**src/rtl/bwb_pkg.sv**
```systemverilog
package bwb_pkg;

   typedef enum logic [1:0] {
      BUS_IDLE  = 2'd0,
      BUS_READ  = 2'd1,
      BUS_WRITE = 2'd2
   } bus_cyc_e;

   // full-size blocks in the array plus the three extra pieces of the split end
   function automatic int unsigned n_blocks(input int unsigned addr_w, input int unsigned lg_full);
      return (32'd1 << (addr_w - lg_full)) + 32'd3;
   endfunction

endpackage

```
**src/rtl/bwb_blkmap.sv**
```systemverilog
module bwb_blkmap #(
   parameter int unsigned ADDR_W   = 16,
   parameter int unsigned LG_FULL  = 15,
   parameter bit          TOP_BOOT = 1'b1,
   parameter int unsigned BLK_W    = 3
) (
   input  logic [ADDR_W-1:0] addr,
   output logic [BLK_W-1:0]  idx
);
   localparam int unsigned SEG_W = ADDR_W - LG_FULL;
   localparam logic [SEG_W-1:0] SEG_LAST = '1;

   logic [SEG_W-1:0] seg;
   logic [2:0]       sub;
   logic             unused_low;

   assign seg        = addr[ADDR_W-1 -: SEG_W];
   assign sub        = addr[LG_FULL-1 -: 3];
   assign unused_low = ^addr[LG_FULL-4:0];

   generate
      if (TOP_BOOT) begin : g_top
         // split region is the highest segment: main, param A, param B, boot
         always_comb begin
            idx = BLK_W'(seg);
            if (seg == SEG_LAST && sub[2]) begin
               if (sub[1])      idx = BLK_W'(seg) + BLK_W'(3);
               else if (sub[0]) idx = BLK_W'(seg) + BLK_W'(2);
               else             idx = BLK_W'(seg) + BLK_W'(1);
            end
         end
      end else begin : g_bottom
         // split region is segment zero: boot, param A, param B, main
         always_comb begin
            idx = BLK_W'(seg) + BLK_W'(3);
            if (seg == '0) begin
               if (sub[2])       idx = BLK_W'(3);
               else if (!sub[1]) idx = BLK_W'(0);
               else if (sub[0])  idx = BLK_W'(2);
               else              idx = BLK_W'(1);
            end
         end
      end
   endgenerate

endmodule

```
**src/rtl/bwb_rdpath.sv**
```systemverilog
module bwb_rdpath #(
   parameter int unsigned DATA_W = 16
) (
   input  logic              clk,
   input  logic              rst_n,
   input  logic              rd_go,
   input  logic              word_mode,
   input  logic              byte_hi,
   input  logic [DATA_W-1:0] rdata,
   output logic [DATA_W-1:0] dq_out,
   output logic [DATA_W-1:0] dq_oe
);
   localparam int unsigned HALF = DATA_W / 2;

   logic              en_q;
   logic              wide_q;
   logic              hi_q;
   logic [DATA_W-1:0] data_q;
   logic [HALF-1:0]   lane;

   always_ff @(posedge clk or negedge rst_n) begin
      if (!rst_n) begin
         en_q   <= 1'b0;
         wide_q <= 1'b1;
         hi_q   <= 1'b0;
         data_q <= '1;
      end else begin
         en_q <= rd_go;
         if (rd_go) begin
            data_q <= rdata;
            wide_q <= word_mode;
            hi_q   <= byte_hi;
         end
      end
   end

   assign lane   = hi_q ? data_q[DATA_W-1:HALF] : data_q[HALF-1:0];
   assign dq_out = wide_q ? data_q : {{HALF{1'b0}}, lane};

   always_comb begin
      dq_oe = '0;
      if (en_q) dq_oe = wide_q ? {DATA_W{1'b1}} : {{HALF{1'b0}}, {HALF{1'b1}}};
   end

   p_word_read_r1: assert property (@(posedge clk) disable iff (!rst_n)
      $past(rd_go && word_mode) |-> (dq_out == $past(rdata) && dq_oe == {DATA_W{1'b1}}));

   p_byte_lane_r2: assert property (@(posedge clk) disable iff (!rst_n)
      $past(rd_go && !word_mode && byte_hi) |-> dq_out[HALF-1:0] == $past(rdata[DATA_W-1:HALF]));

   p_byte_lane_lo_r2: assert property (@(posedge clk) disable iff (!rst_n)
      $past(rd_go && !word_mode && !byte_hi) |-> dq_out[HALF-1:0] == $past(rdata[HALF-1:0]));

   p_upper_float_r3: assert property (@(posedge clk) disable iff (!rst_n)
      $past(!word_mode) |-> dq_oe[DATA_W-1:HALF] == '0);

   p_idle_float_r4: assert property (@(posedge clk) disable iff (!rst_n)
      !$past(rd_go) |-> dq_oe == '0);

endmodule

```
**src/rtl/bwb_cmdcap.sv**
```systemverilog
module bwb_cmdcap #(
   parameter int unsigned ADDR_W = 16,
   parameter int unsigned HALF   = 8
) (
   input  logic              clk,
   input  logic              rst_n,
   input  logic              ce_n,
   input  logic              we_n,
   input  logic              word_mode,
   input  logic [ADDR_W-1:0] addr,
   input  logic              sel_pin,
   input  logic [HALF-1:0]   dq_low,
   output logic              cmd_valid,
   output logic [ADDR_W:0]   cmd_addr,
   output logic [HALF-1:0]   cmd_data
);
   logic we_q;
   logic wr_done;

   assign wr_done = !ce_n && we_n && !we_q;

   always_ff @(posedge clk or negedge rst_n) begin
      if (!rst_n) begin
         we_q      <= 1'b1;
         cmd_valid <= 1'b0;
         cmd_addr  <= '0;
         cmd_data  <= '0;
      end else begin
         we_q      <= we_n;
         cmd_valid <= wr_done;
         if (wr_done) begin
            cmd_addr <= {addr, word_mode ? 1'b0 : sel_pin};
            cmd_data <= dq_low;
         end
      end
   end

   p_no_cmd_deselected_r5: assert property (@(posedge clk) disable iff (!rst_n)
      $past(ce_n) |-> !cmd_valid);

   p_strobe_on_release_r6: assert property (@(posedge clk) disable iff (!rst_n)
      cmd_valid |-> ($past(we_n) && !$past(we_n, 2)));

   p_strobe_single_r7: assert property (@(posedge clk) disable iff (!rst_n)
      cmd_valid |=> !cmd_valid);

endmodule

```
**src/rtl/bwbus_front.sv**
```systemverilog
module bwbus_front
   import bwb_pkg::*;
#(
   parameter int unsigned ADDR_W   = 16,
   parameter int unsigned DATA_W   = 16,
   parameter int unsigned LG_FULL  = 15,
   parameter bit          TOP_BOOT = 1'b1,
   localparam int unsigned BLK_W   = $clog2(n_blocks(ADDR_W, LG_FULL))
) (
   input  logic              clk,
   input  logic              rst_n,
   input  logic              ce_n,
   input  logic              oe_n,
   input  logic              we_n,
   input  logic              word_mode,
   input  logic [ADDR_W-1:0] addr,
   input  logic [DATA_W-1:0] dq_in,
   output logic [DATA_W-1:0] dq_out,
   output logic [DATA_W-1:0] dq_oe,
   output logic [ADDR_W-1:0] arr_addr,
   input  logic [DATA_W-1:0] arr_rdata,
   output logic              cmd_valid,
   output logic [ADDR_W:0]   cmd_addr,
   output logic [DATA_W/2-1:0] cmd_data,
   output logic [BLK_W-1:0]  blk_idx
);
   localparam int unsigned HALF  = DATA_W / 2;
   localparam int unsigned N_BLK = n_blocks(ADDR_W, LG_FULL);

   generate
      if (DATA_W % 2 != 0 || DATA_W < 4)
         $error("bwbus_front: DATA_W must be even and at least 4");
      if (LG_FULL < 3 || LG_FULL >= ADDR_W)
         $error("bwbus_front: LG_FULL must lie in [3, ADDR_W-1]");
   endgenerate

   bus_cyc_e cyc;
   logic     sel_pin;
   logic     unused_mid;

   always_comb begin
      cyc = BUS_IDLE;
      if (!ce_n) begin
         if (!we_n)      cyc = BUS_WRITE;
         else if (!oe_n) cyc = BUS_READ;
      end
   end

   assign sel_pin    = dq_in[DATA_W-1];
   assign unused_mid = ^dq_in[DATA_W-2:HALF];
   assign arr_addr   = addr;

   bwb_rdpath #(.DATA_W(DATA_W)) u_rd (
      .clk      (clk),
      .rst_n    (rst_n),
      .rd_go    (cyc == BUS_READ),
      .word_mode(word_mode),
      .byte_hi  (sel_pin),
      .rdata    (arr_rdata),
      .dq_out   (dq_out),
      .dq_oe    (dq_oe)
   );

   bwb_cmdcap #(.ADDR_W(ADDR_W), .HALF(HALF)) u_cmd (
      .clk      (clk),
      .rst_n    (rst_n),
      .ce_n     (ce_n),
      .we_n     (we_n),
      .word_mode(word_mode),
      .addr     (addr),
      .sel_pin  (sel_pin),
      .dq_low   (dq_in[HALF-1:0]),
      .cmd_valid(cmd_valid),
      .cmd_addr (cmd_addr),
      .cmd_data (cmd_data)
   );

   bwb_blkmap #(.ADDR_W(ADDR_W), .LG_FULL(LG_FULL), .TOP_BOOT(TOP_BOOT), .BLK_W(BLK_W)) u_map (
      .addr(addr),
      .idx (blk_idx)
   );

   p_blk_range_r8: assert property (@(posedge clk) disable iff (!rst_n)
      32'(blk_idx) < N_BLK);

   p_reset_quiet_r10: assert property (@(posedge clk)
      $past(!rst_n) |-> (dq_oe == '0 && !cmd_valid));

endmodule

```
**config.mk**
```make
export PLATFORM = sky130hd
export DESIGN_NAME = bwbus_front
export DESIGN_NICKNAME = d
export VERILOG_FILES = /design/src/rtl/bwb_pkg.sv /design/src/rtl/bwb_blkmap.sv /design/src/rtl/bwb_rdpath.sv /design/src/rtl/bwb_cmdcap.sv /design/src/rtl/bwbus_front.sv
export SDC_FILE = /design/constraint.sdc
export NUM_CORES = 1
export LEC_CHECK = 0
export BUFFER_PORTS_ARGS = -buffer_cell sky130_fd_sc_hd__buf_2
export CAP_MARGIN = 20
export CORE_ASPECT_RATIO = 1.25
export CORE_MARGIN = 2
export CORE_UTILIZATION = 43
export CTS_CLUSTER_DIAMETER = 200
export DETAILED_ROUTE_END_ITERATION = 10
export PLACE_DENSITY = 0.79
export SYNTH_ARGS = -nofsm -noshare
export SYNTH_HDL_FRONTEND = slang
export SYNTH_SLANG_ARGS = --single-unit
```
**constraint.sdc**
```tcl
create_clock -name clk -period 1.65 [get_ports clk]
set_clock_uncertainty 0.2 [all_clocks]
set_input_delay 0.33 -clock clk [delete_from_list [all_inputs] [get_ports clk]]
set_output_delay 0.33 -clock clk [all_outputs]
set_load 0.01 [all_outputs]
```
==> impl_results.md, run 1 <==
* Syn Nets at 210
* Clock tree buffer depth at 2
* Die X at roughly 68 µm
* # diodes at 0
* Most frequent cells in the layout: buf_2 (104), mux2_2 (50), dfrtp_1 (28), buf_6 (21), dfstp_2 (18)
* # DRC at 0
* Mapped cell area at about 2200 µm²
* Detailed placement HPWL at around 3000 µm
* # clock sinks at 46
* Synth Area in Adders at less than 1%
* Total wire length at 4260 µm
* Fmax at ~510 MHz
* Crit path arrival time at between 1000 and 1500 ps
* Status: finished with violations
* Synth unique cells at 18
* Vias/cell at about 4.7
* Die Y at 83.5 µm
* Failing checks: setup timing
* Min setup slack post-route at -328 ps
* Synth Area in XOR/XNOR at 0%
* Multi-input logic area at about 740 µm²
* RSZ-0062 raised after global routing: yes
* FILL cells at between 300 and 400
* First-pass GRT wire length at around 6400 µm
* TritonCTS clock tree: done
* CP Capture Type: output pin
* Synth Area in Simple Gates at between 5 and 6%
* Clock root cell: clkbuf_8
* Port bufs at between 100 and 150
* Total CTS buffers at 5
* Nets at ~320
* Slowest CP cell: dfstp_2
* Ys Warns at 0
* Row Count at 28
* Placed Area at between 2000 and 3000 µm²
* Finished Layout Cells at around 320
* Worst-path fanout max at 7
* Worst slew pin tran at ~240 ps
* TNS Setup at -6320 ps
* Mux cell area share after synthesis at a little over a quarter
* Iteration-0 DRC count of the detailed router at 38
* Largest net degree at the start of global routing at 47
* Clock transition at path regs at 80 ps
* Final Wtd Congestion at roughly 0.66
* Worst-path cell chain: nor2b_4 -> buf_12 -> mux2_4 -> buf_6
* Vias in the first global route at ~1400
* Pre-antenna DRT Iters at 4
* IO Count at about 130
* Minimum clock period after layout at ~2000 ps
* Final hold violations at 0
* Critical path's largest stage delay at about 560 ps
* Setup-violating endpoint count in the final report at 24
* Power Density at approximately 1100 nW/µm²
* Final Max Tran Viols at 0
* Gr ovfl total at 0
* Leak at between 1 and 1.5 nW
* Antenna violations before repair at 0
* Cells after Synth at about 160
* Startpoint types: flip-flop
* Clk_lat worst skew at 280 ps
* ANT nets after route at 0
* Slew margin rel. at between 80% and 90%
* Most common cell after layout, fill and taps aside: buf_2
* Total Die Area at roughly 5600 µm²
* Max_cap viols at 0
* Placed cells at just over 300
* Initial core utilization at a little under half
* Period utilization at 120%
* Crit Path Category: flip-flop to output pin
* Post-synthesis sequential area ratio at between 50% and 60%
* Worst endpoint required time at ~1100 ps
* Share of layout cells above drive strength 1 at around 82%
* Tot Pwr at around 0.0031 W
* Core footprint at 4800 µm²
* Largest family of logic cells by synthesized area: multiplexers
* Hold WC Path Type: input pin to flip-flop
* Mapped Avg Cell Area at about 14 µm²
* Area grow syn2layout at 36.5%
* Via Count at between 1500 and 2000
* H-tree Lvls at 2
* Worst hold slack at approximately 74 ps
* Total GRT Usage at between 10% and 20%
* Synth Area in Compound Gates at less than 1%
* Final Cell Area at roughly 3000 µm²
* Register area at between 1000 and 1500 µm²
* Post-synthesis register bit count at 46
* Maximum VDD drop at approximately 0.66 mV
* Mean routed wirelength per cell at 13.3 µm
## stage by stage
step	worst slack (ps)	utilization (%)
6_report	-328	61.8
5_1_grt	-383	61.8
4_1_cts	-344	59.7
3_5_place_dp	-416	55.4
3_3_place_gp	-424	55.4
2_1_floorplan	29.5	-
## synth_stat cells (all sizes together)
| library cell | number | area [µm²] |
|---|---|---|
| nor3b | 2 | 26.3 |
| nand2 | 1 | 3.75 |
| mux2 | 51 | 574 |
| nor2b | 2 | 12.5 |
| o21a | 1 | 7.51 |
| and2 | 9 | 56.3 |
| buf | 36 | 279 |
| ha | 1 | 12.5 |
| and3 | 1 | 6.26 |
| dfstp | 18 | 473 |
| clkbuf | 1 | 3.75 |
| inv | 2 | 7.51 |
| nor2 | 1 | 3.75 |
| dfrtp | 28 | 701 |
| nor3 | 1 | 5.00 |
## power by group
| part | total (W) | switching [W] | internal (W) |
|---|---|---|---|
| Sequential | 0.00149 | 0.000104 | 0.00139 |
| Combinational | 0.00101 | 0.000415 | 0.000597 |
| Clock | 0.000641 | 0.000339 | 0.000301 |
| Total | 0.00314 | 0.000859 | 0.00229 |
## logic make-up after synthesis
group / Yosys count
and+or+nand+nor: 17
adders and majority gates: 1
AOI/OAI and AO/OA: 1
muxes: 51
DFF: 46
buffers and inverters: 39
## repair_timing
action,in CTS,in global routing
setup buffers,2,2
hold buffers,2,0
gates cloned,0,1
setup endpoints to repair,25,25
pin swaps,3,3
resized for setup,14,17
hold endpoints to repair,29,0
## state kept, by name (all words and copies together) (netlist names)
signal	flops
u_cmd.cmd_data	8
u_cmd.cmd_valid	1
u_cmd.we_q	1
u_rd.hi_q	1
u_rd.en_q	1
u_cmd.cmd_addr	17
u_rd.data_q	16
u_rd.wide_q	1
## worst max-delay path: cells and delay by family (launching register included)
family / cells / cell delay (ps)
muxes: 1 / 300
buffers and inverters: 2 / 250
and+or+nand+nor: 1 / 50
DFF: 1 / 560
## cell type report
type                       instances  share of cell area [%]
clock buffer                       8                    2.70
multi-input combinational         70                    25.0
inverter                           2                   0.253
tap                               60                    2.53
sequential                        46                    39.6
timing repair buffer             135                    29.9
## worst paths after layout
check	slack, ps	from	end	depth (start not counted)
max	-330	u_rd.wide_q	dq_out[0]	4
min	70	dq_in[5]	u_cmd.cmd_data[5]	2
max reg2reg	200	u_cmd.we_q	u_cmd.cmd_addr[15]	3
max in group asynchronous	630	rst_n	u_cmd.we_q	3
min reg2reg	300	u_cmd.cmd_addr[8]	u_cmd.cmd_addr[8]	1
min in group asynchronous	360	rst_n	u_rd.en_q	3
## metal layers
layer | vias up | track usage, % | wire length (µm)
met5 | - | 0 | 0
met4 | 0 | 4.45 | 53
met3 | 5 | 5.26 | 444
met2 | 88 | 25.6 | 2260
met1 | 713 | 15.9 | 1500
li1 | 704 | - | -
Power figures use the tool's default switching activity.
==> run 2: changes to the inputs <==
clock period = 2.2 ns   (was 1.65 ns; I/O delays follow)
==> run 2 against run 1 <==
Net effect:
- the run now ends clean
- non-clock buffer count decreased by 7
- routed wire length fell by 3.4%
- flip-flop and latch count unchanged
- setup slack better by 430 ps
- sequential share of layout area rose by 3.3 points
- critical path depth fell by 1
- sequential power down 25%
- combinational power fell by 38%
- core utilization is 4.7 points lower
- hold slack better by 2.9 ps
- clock-buffer cell count unchanged
- cell count fell by 2.2%
- critical path type unchanged
- highest routed layer unchanged
==> impl_results.md, run 2 (synthesized netlist as in run 1, its figures left out) <==
* Gr ovfl total at 0
* RSZ-0062 raised after global routing: no
* Detailed placement HPWL at 3180 µm
* Antenna violations before repair at 0
* Die Y at about 83 µm
* H-tree Lvls at 2
* Die X at between 60 and 70 µm
* Largest regs: u_cmd.cmd_addr x17, u_rd.data_q x16, u_cmd.cmd_data x8
* Via Count at approximately 1500
* Vias in the first global route at about 1400
* Flop pwr share at around 50%
* Most frequent cells in the layout: buf_2 (123), mux2_2 (51), dfrtp_1 (28), dfstp_2 (18), and2_1 (9)
* Period utilization at ~95%
* Leak at 1.39 nW
* Top routing layer in use: met4
* Clock root cell: clkbuf_8
* Crit path arrival time at ~1500 ps
* Met3 WL post-DR at slightly above 400 µm
* Clock tree buffer depth at 2
* Port bufs at roughly 120
* Clk_lat worst skew at between 200 and 300 ps
* Max_cap viols at 0
* TNS Setup at 0 ps
* Worst-path cell chain: nor2b_4 -> mux2_2 -> buf_2
* Total CTS buffers at 5
* Row Count at 28
* Slowest CP cell: mux2_2
* Crit Path Category: flip-flop to output pin
* Final hold violations at 0
* Largest net degree at the start of global routing at 27
* Int Pwr at about 0.0016 W
* FILL cells at slightly below 400
* Core footprint at around 4800 µm²
* Worst slew pin tran at 563 ps
* Worst-path fanout max at 8
* Share of layout cells above drive strength 1 at approximately 80%
* Minimum clock period after layout at around 2100 ps
* Total wire length at between 4000 and 5000 µm
* Detail Route met2 WL at roughly 2100 µm
* Startpoint types: flip-flop
* Gate power share at between 20% and 30%
* # diodes at 0
* Final Wtd Congestion at around 0.68
* # DRC at 0
* Most common cell after layout, fill and taps aside: buf_2
* Iteration-0 DRC count of the detailed router at 32
* Final Max Tran Viols at 0
* Fmax at approximately 480 MHz
* # clock sinks at 46
* Sw Ratio at between 20% and 30%
* Multi-input logic area at 721 µm²
* Biggest register: u_cmd.cmd_addr
* Hold WC Path Type: input pin to flip-flop
* Vias/cell at 4.69
* Register area at 1170 µm²
* Power Density at 810 nW/µm²
* Status: finished, final reports clean
* Total GRT Usage at between 10 and 15%
* Area grow syn2layout at 26.0%
* Max FFs per register at 17
* Clock Power Share at a little over a fifth
* Maximum VDD drop at between 0.4 and 0.5 mV
* Worst endpoint required time at between 1500 and 2000 ps
* Pre-antenna DRT Iters at 3
* Tot Pwr at 0.00222 W
* M1 WL at approximately 1500 µm
* Slew margin rel. at 62.4%
* TritonCTS clock tree: done
* Total Die Area at 5640 µm²
* Clock transition at path regs at 70 ps
* Setup-violating endpoint count in the final report at 0
* Initial core utilization at 45.3%
* Postcts setup bufs at 0
* Critical path's largest stage delay at roughly 380 ps
* Nets at between 300 and 400
* IO Count at ~130
* CP Capture Type: output pin
* ANT nets after route at 0
* Mean routed wirelength per cell at about 13 µm
* First-pass GRT wire length at roughly 6400 µm
* NetSw at roughly 0.00061 W
==> run 2: cell types whose count changed in the layout (fill, tap and decap cells not counted), sizes merged <==
| cell | change |
|---|---|
| dlygate4sd3 | -1 |
| buf | -6 |
==> run 2: stage by stage <==
step           hold slack, ps  std cells  util [%]  cell area [µm²]  setup slack [ps]
3_5_place_dp              260        305      55.0             2640              3.45
4_1_cts                  62.4        314      57.0             2740              75.2
3_3_place_gp              257        305      55.0             2640              48.1
5_1_grt                  49.8        314      57.0             2740              11.0
6_report                 76.4        314      57.0             2740               107
2_1_floorplan           -55.6        155         -             2170               383
==> run 2: what timing repair did <==
item	in CTS	in global routing
setup endpoints to repair	8	0
hold buffers	1	0
hold endpoints to repair	8	0
resized for setup	2	0
==> run 2: power groups by stage <==
| stage | clock network [W] | registers, W | logic [W] |
|---|---|---|---|
| global placement | 0 | 0.00112 | 0.000620 |
| floorplan | 0 | 0.00116 | 0.000341 |
| finish | 0.000474 | 0.00112 | 0.000626 |
| CTS | 0.000503 | 0.00112 | 0.000639 |
| global route | 0.000537 | 0.00114 | 0.000687 |
| detailed placement | 0 | 0.00113 | 0.000632 |
==> run 2: critical path: cells and delay by family (launching register included) <==
family / cells / cell delay (ps)
muxes: 1 / 380
DFF: 1 / 350
and+or+nand+nor: 1 / 310
buffers and inverters: 1 / 140
==> run 2: worst paths after layout <==
check,from,endpoint,slack [ps],cells past startpoint
worst max-delay path,u_rd.hi_q,dq_out[5],110,3
worst min-delay path,we_n,u_cmd.we_q,80,1
worst max register to register,u_cmd.we_q,u_cmd.cmd_addr[2],720,3
min in group asynchronous,rst_n,u_cmd.cmd_addr[6],490,2
max in group asynchronous,rst_n,u_rd.data_q[3],720,3
worst min register to register,u_cmd.cmd_addr[11],u_cmd.cmd_addr[11],300,1
==> run 2: per-layer routing <==
layer | global-route usage [%] | up-vias
li1 | - | 685
met2 | 26.8 | 91
met5 | 0 | -
met1 | 15.5 | 688
met3 | 4.72 | 8
met4 | 5.38 | 0
==> run 2: area by class of cell <==
class	count	share of cell area [%]
tap	60	2.74
inverter	2	0.274
multi-input combinational	70	26.3
timing repair buffer	128	24.9
clock buffer	8	2.93
sequential	46	42.9
==> run 3: changes to the inputs <==
REMOVE_ABC_BUFFERS = 1   (was default)
==> run 3 against run 2 <==
Net effect:
- via count up 0.41%
- first-iteration DRC count down 50%
- sequential power about the same
- hold slack worse by 14 ps
- final area up 0.91%
- die area unchanged
- core utilization up 0.52 points
- non-clock buffer count up 1
- routed wire length up 7.8%
- setup slack better by 19 ps
- largest cell class unchanged
==> impl_results.md, run 3 (synthesized netlist as in run 1, its figures left out) <==
* # DRC at 0
* Via Count at about 1500
* Clock root cell: clkbuf_8
* CP Capture Type: output pin
* Vias/cell at ~4.7
* Max FFs per register at 17
* Tot Pwr at approximately 0.0023 W
* Period utilization at roughly 94%
* First-pass GRT wire length at between 7000 and 8000 µm
* Status: finished, final reports clean
* Final Max Tran Viols at 0
* Crit path arrival time at 1430 ps
* Startpoint types: flip-flop
* Final Wtd Congestion at 0.761
* Antenna violations before repair at 0
* Most frequent cells in the layout: buf_2 (123), mux2_2 (51), dfrtp_1 (28), dfstp_2 (18), and2_1 (9)
* Gr ovfl total at 0
* Clock tree buffer depth at 2
* Fmax at ~480 MHz
* RSZ-0062 raised after global routing: no
* Clk_lat worst skew at 290 ps
* Max_cap viols at 0
* Largest regs: u_cmd.cmd_addr x17, u_rd.data_q x16, u_cmd.cmd_data x8
* Register area at roughly 1200 µm²
* FF-to-FF setup slack at 730 ps
* Pre-antenna DRT Iters at 3
* Nets at just over 300
* Hold WC Path Type: input pin to flip-flop
* Multi-input logic area at around 700 µm²
* Most common cell after layout, fill and taps aside: buf_2
* Die X at between 60 and 70 µm
* Mean routed wirelength per cell at between 10 and 15 µm
* Crit Path Category: flip-flop to output pin
* IO Count at around 130
* Worst hold slack at 62.6 ps
* FILL cells at between 300 and 400
* Initial core utilization at between 40% and 50%
* Detailed placement HPWL at ~3300 µm
* ANT nets after route at 0
* Final hold violations at 0
* Slew margin rel. at 83.8%
* Worst-path fanout max at 8
* Fin util at a little under three fifths
* Worst slew pin tran at about 240 ps
* Biggest register: u_cmd.cmd_addr
* Port bufs at roughly 120
* Die Y at 83.5 µm
* Largest net degree at the start of global routing at 44
* Clock transition at path regs at 80 ps
* Area grow syn2layout at 27.2%
* # clock sinks at 46
* Row Count at 28
* H-tree Lvls at 2
* Setup-violating endpoint count in the final report at 0
* Minimum clock period after layout at 2070 ps
* Leak at 1.40 nW
* Total wire length at around 4400 µm
* Total Die Area at 5640 µm²
* Maximum VDD drop at ~0.6 mV
* Vias in the first global route at roughly 1500
* Share of layout cells above drive strength 1 at 81.2%
* Total GRT Usage at roughly 17%
* Total CTS buffers at 5
* Placed Area at between 2000 and 3000 µm²
* # diodes at 0
* Iteration-0 DRC count of the detailed router at 16
* Worst endpoint required time at around 1600 ps
* Core footprint at about 4800 µm²
* Power Density at between 800 and 900 nW/µm²
* Final Cell Area at around 2800 µm²
* TritonCTS clock tree: done
* TNS Setup at 0 ps
[run 3: report_power, final]
part / switching [W] / internal [W]
clock network: 0.000274 / 0.000218
logic: 0.000292 / 0.000355
registers: 0.0000820 / 0.00104
[run 3: worst max-delay path, cell delays in order, from the launching register on]
cell and delay [ps]:
dfstp_2 560, nor2b_4 50, buf_12 130, mux2_2 270, buf_2 140
[run 3: layer usage]
| metal | track usage [%] | vias up | part of all wire [%] |
|---|---|---|---|
| met5 | 0 | - | 0 |
| met2 | 29.1 | 87 | 52 |
| met4 | 5.57 | 0 | 0.74 |
| met1 | 18.4 | 706 | 37 |
| met3 | 7.83 | 2 | 11 |
| li1 | - | 683 | - |
[run 3: final cells by class]
type / instances / share of cell area [%]
repair buffers: 129 / 25.4
multi-input cells: 70 / 26.1
inverters: 2 / 0.272
well taps: 60 / 2.72
flip-flops and latches: 46 / 42.5
clock inverters: 3 / 0.589
clock buffers: 5 / 2.49
[run 3: path summary, 6_finish.rpt]
check,cells after the start,from,end
min in group asynchronous,2,rst_n,u_cmd.cmd_data[3]
min,1,we_n,u_cmd.we_q
max reg2reg,3,u_cmd.we_q,u_cmd.cmd_addr[1]
min reg2reg,1,u_cmd.cmd_addr[15],u_cmd.cmd_addr[15]
max in group asynchronous,3,rst_n,u_rd.data_q[9]
max,4,u_rd.wide_q,dq_out[0]
[run 3: through the flow]
step	instances	worst slack, ps
after global routing	315	11.3
after detailed placement	305	-72.8
after floorplan	118	-419
final	315	126
after global placement	305	-21.1
after CTS	314	33.7
[run 3: timing repair]
| item | in CTS | in global routing |
|---|---|---|
| pin swaps | 0 | 0 |
| setup buffers | 0 | 1 |
| endpoints found under the setup margin | 8 | 6 |
| resized for setup | 2 | 0 |
| hold buffers | 1 | 0 |
| hold endpoints to repair | 28 | 0 |
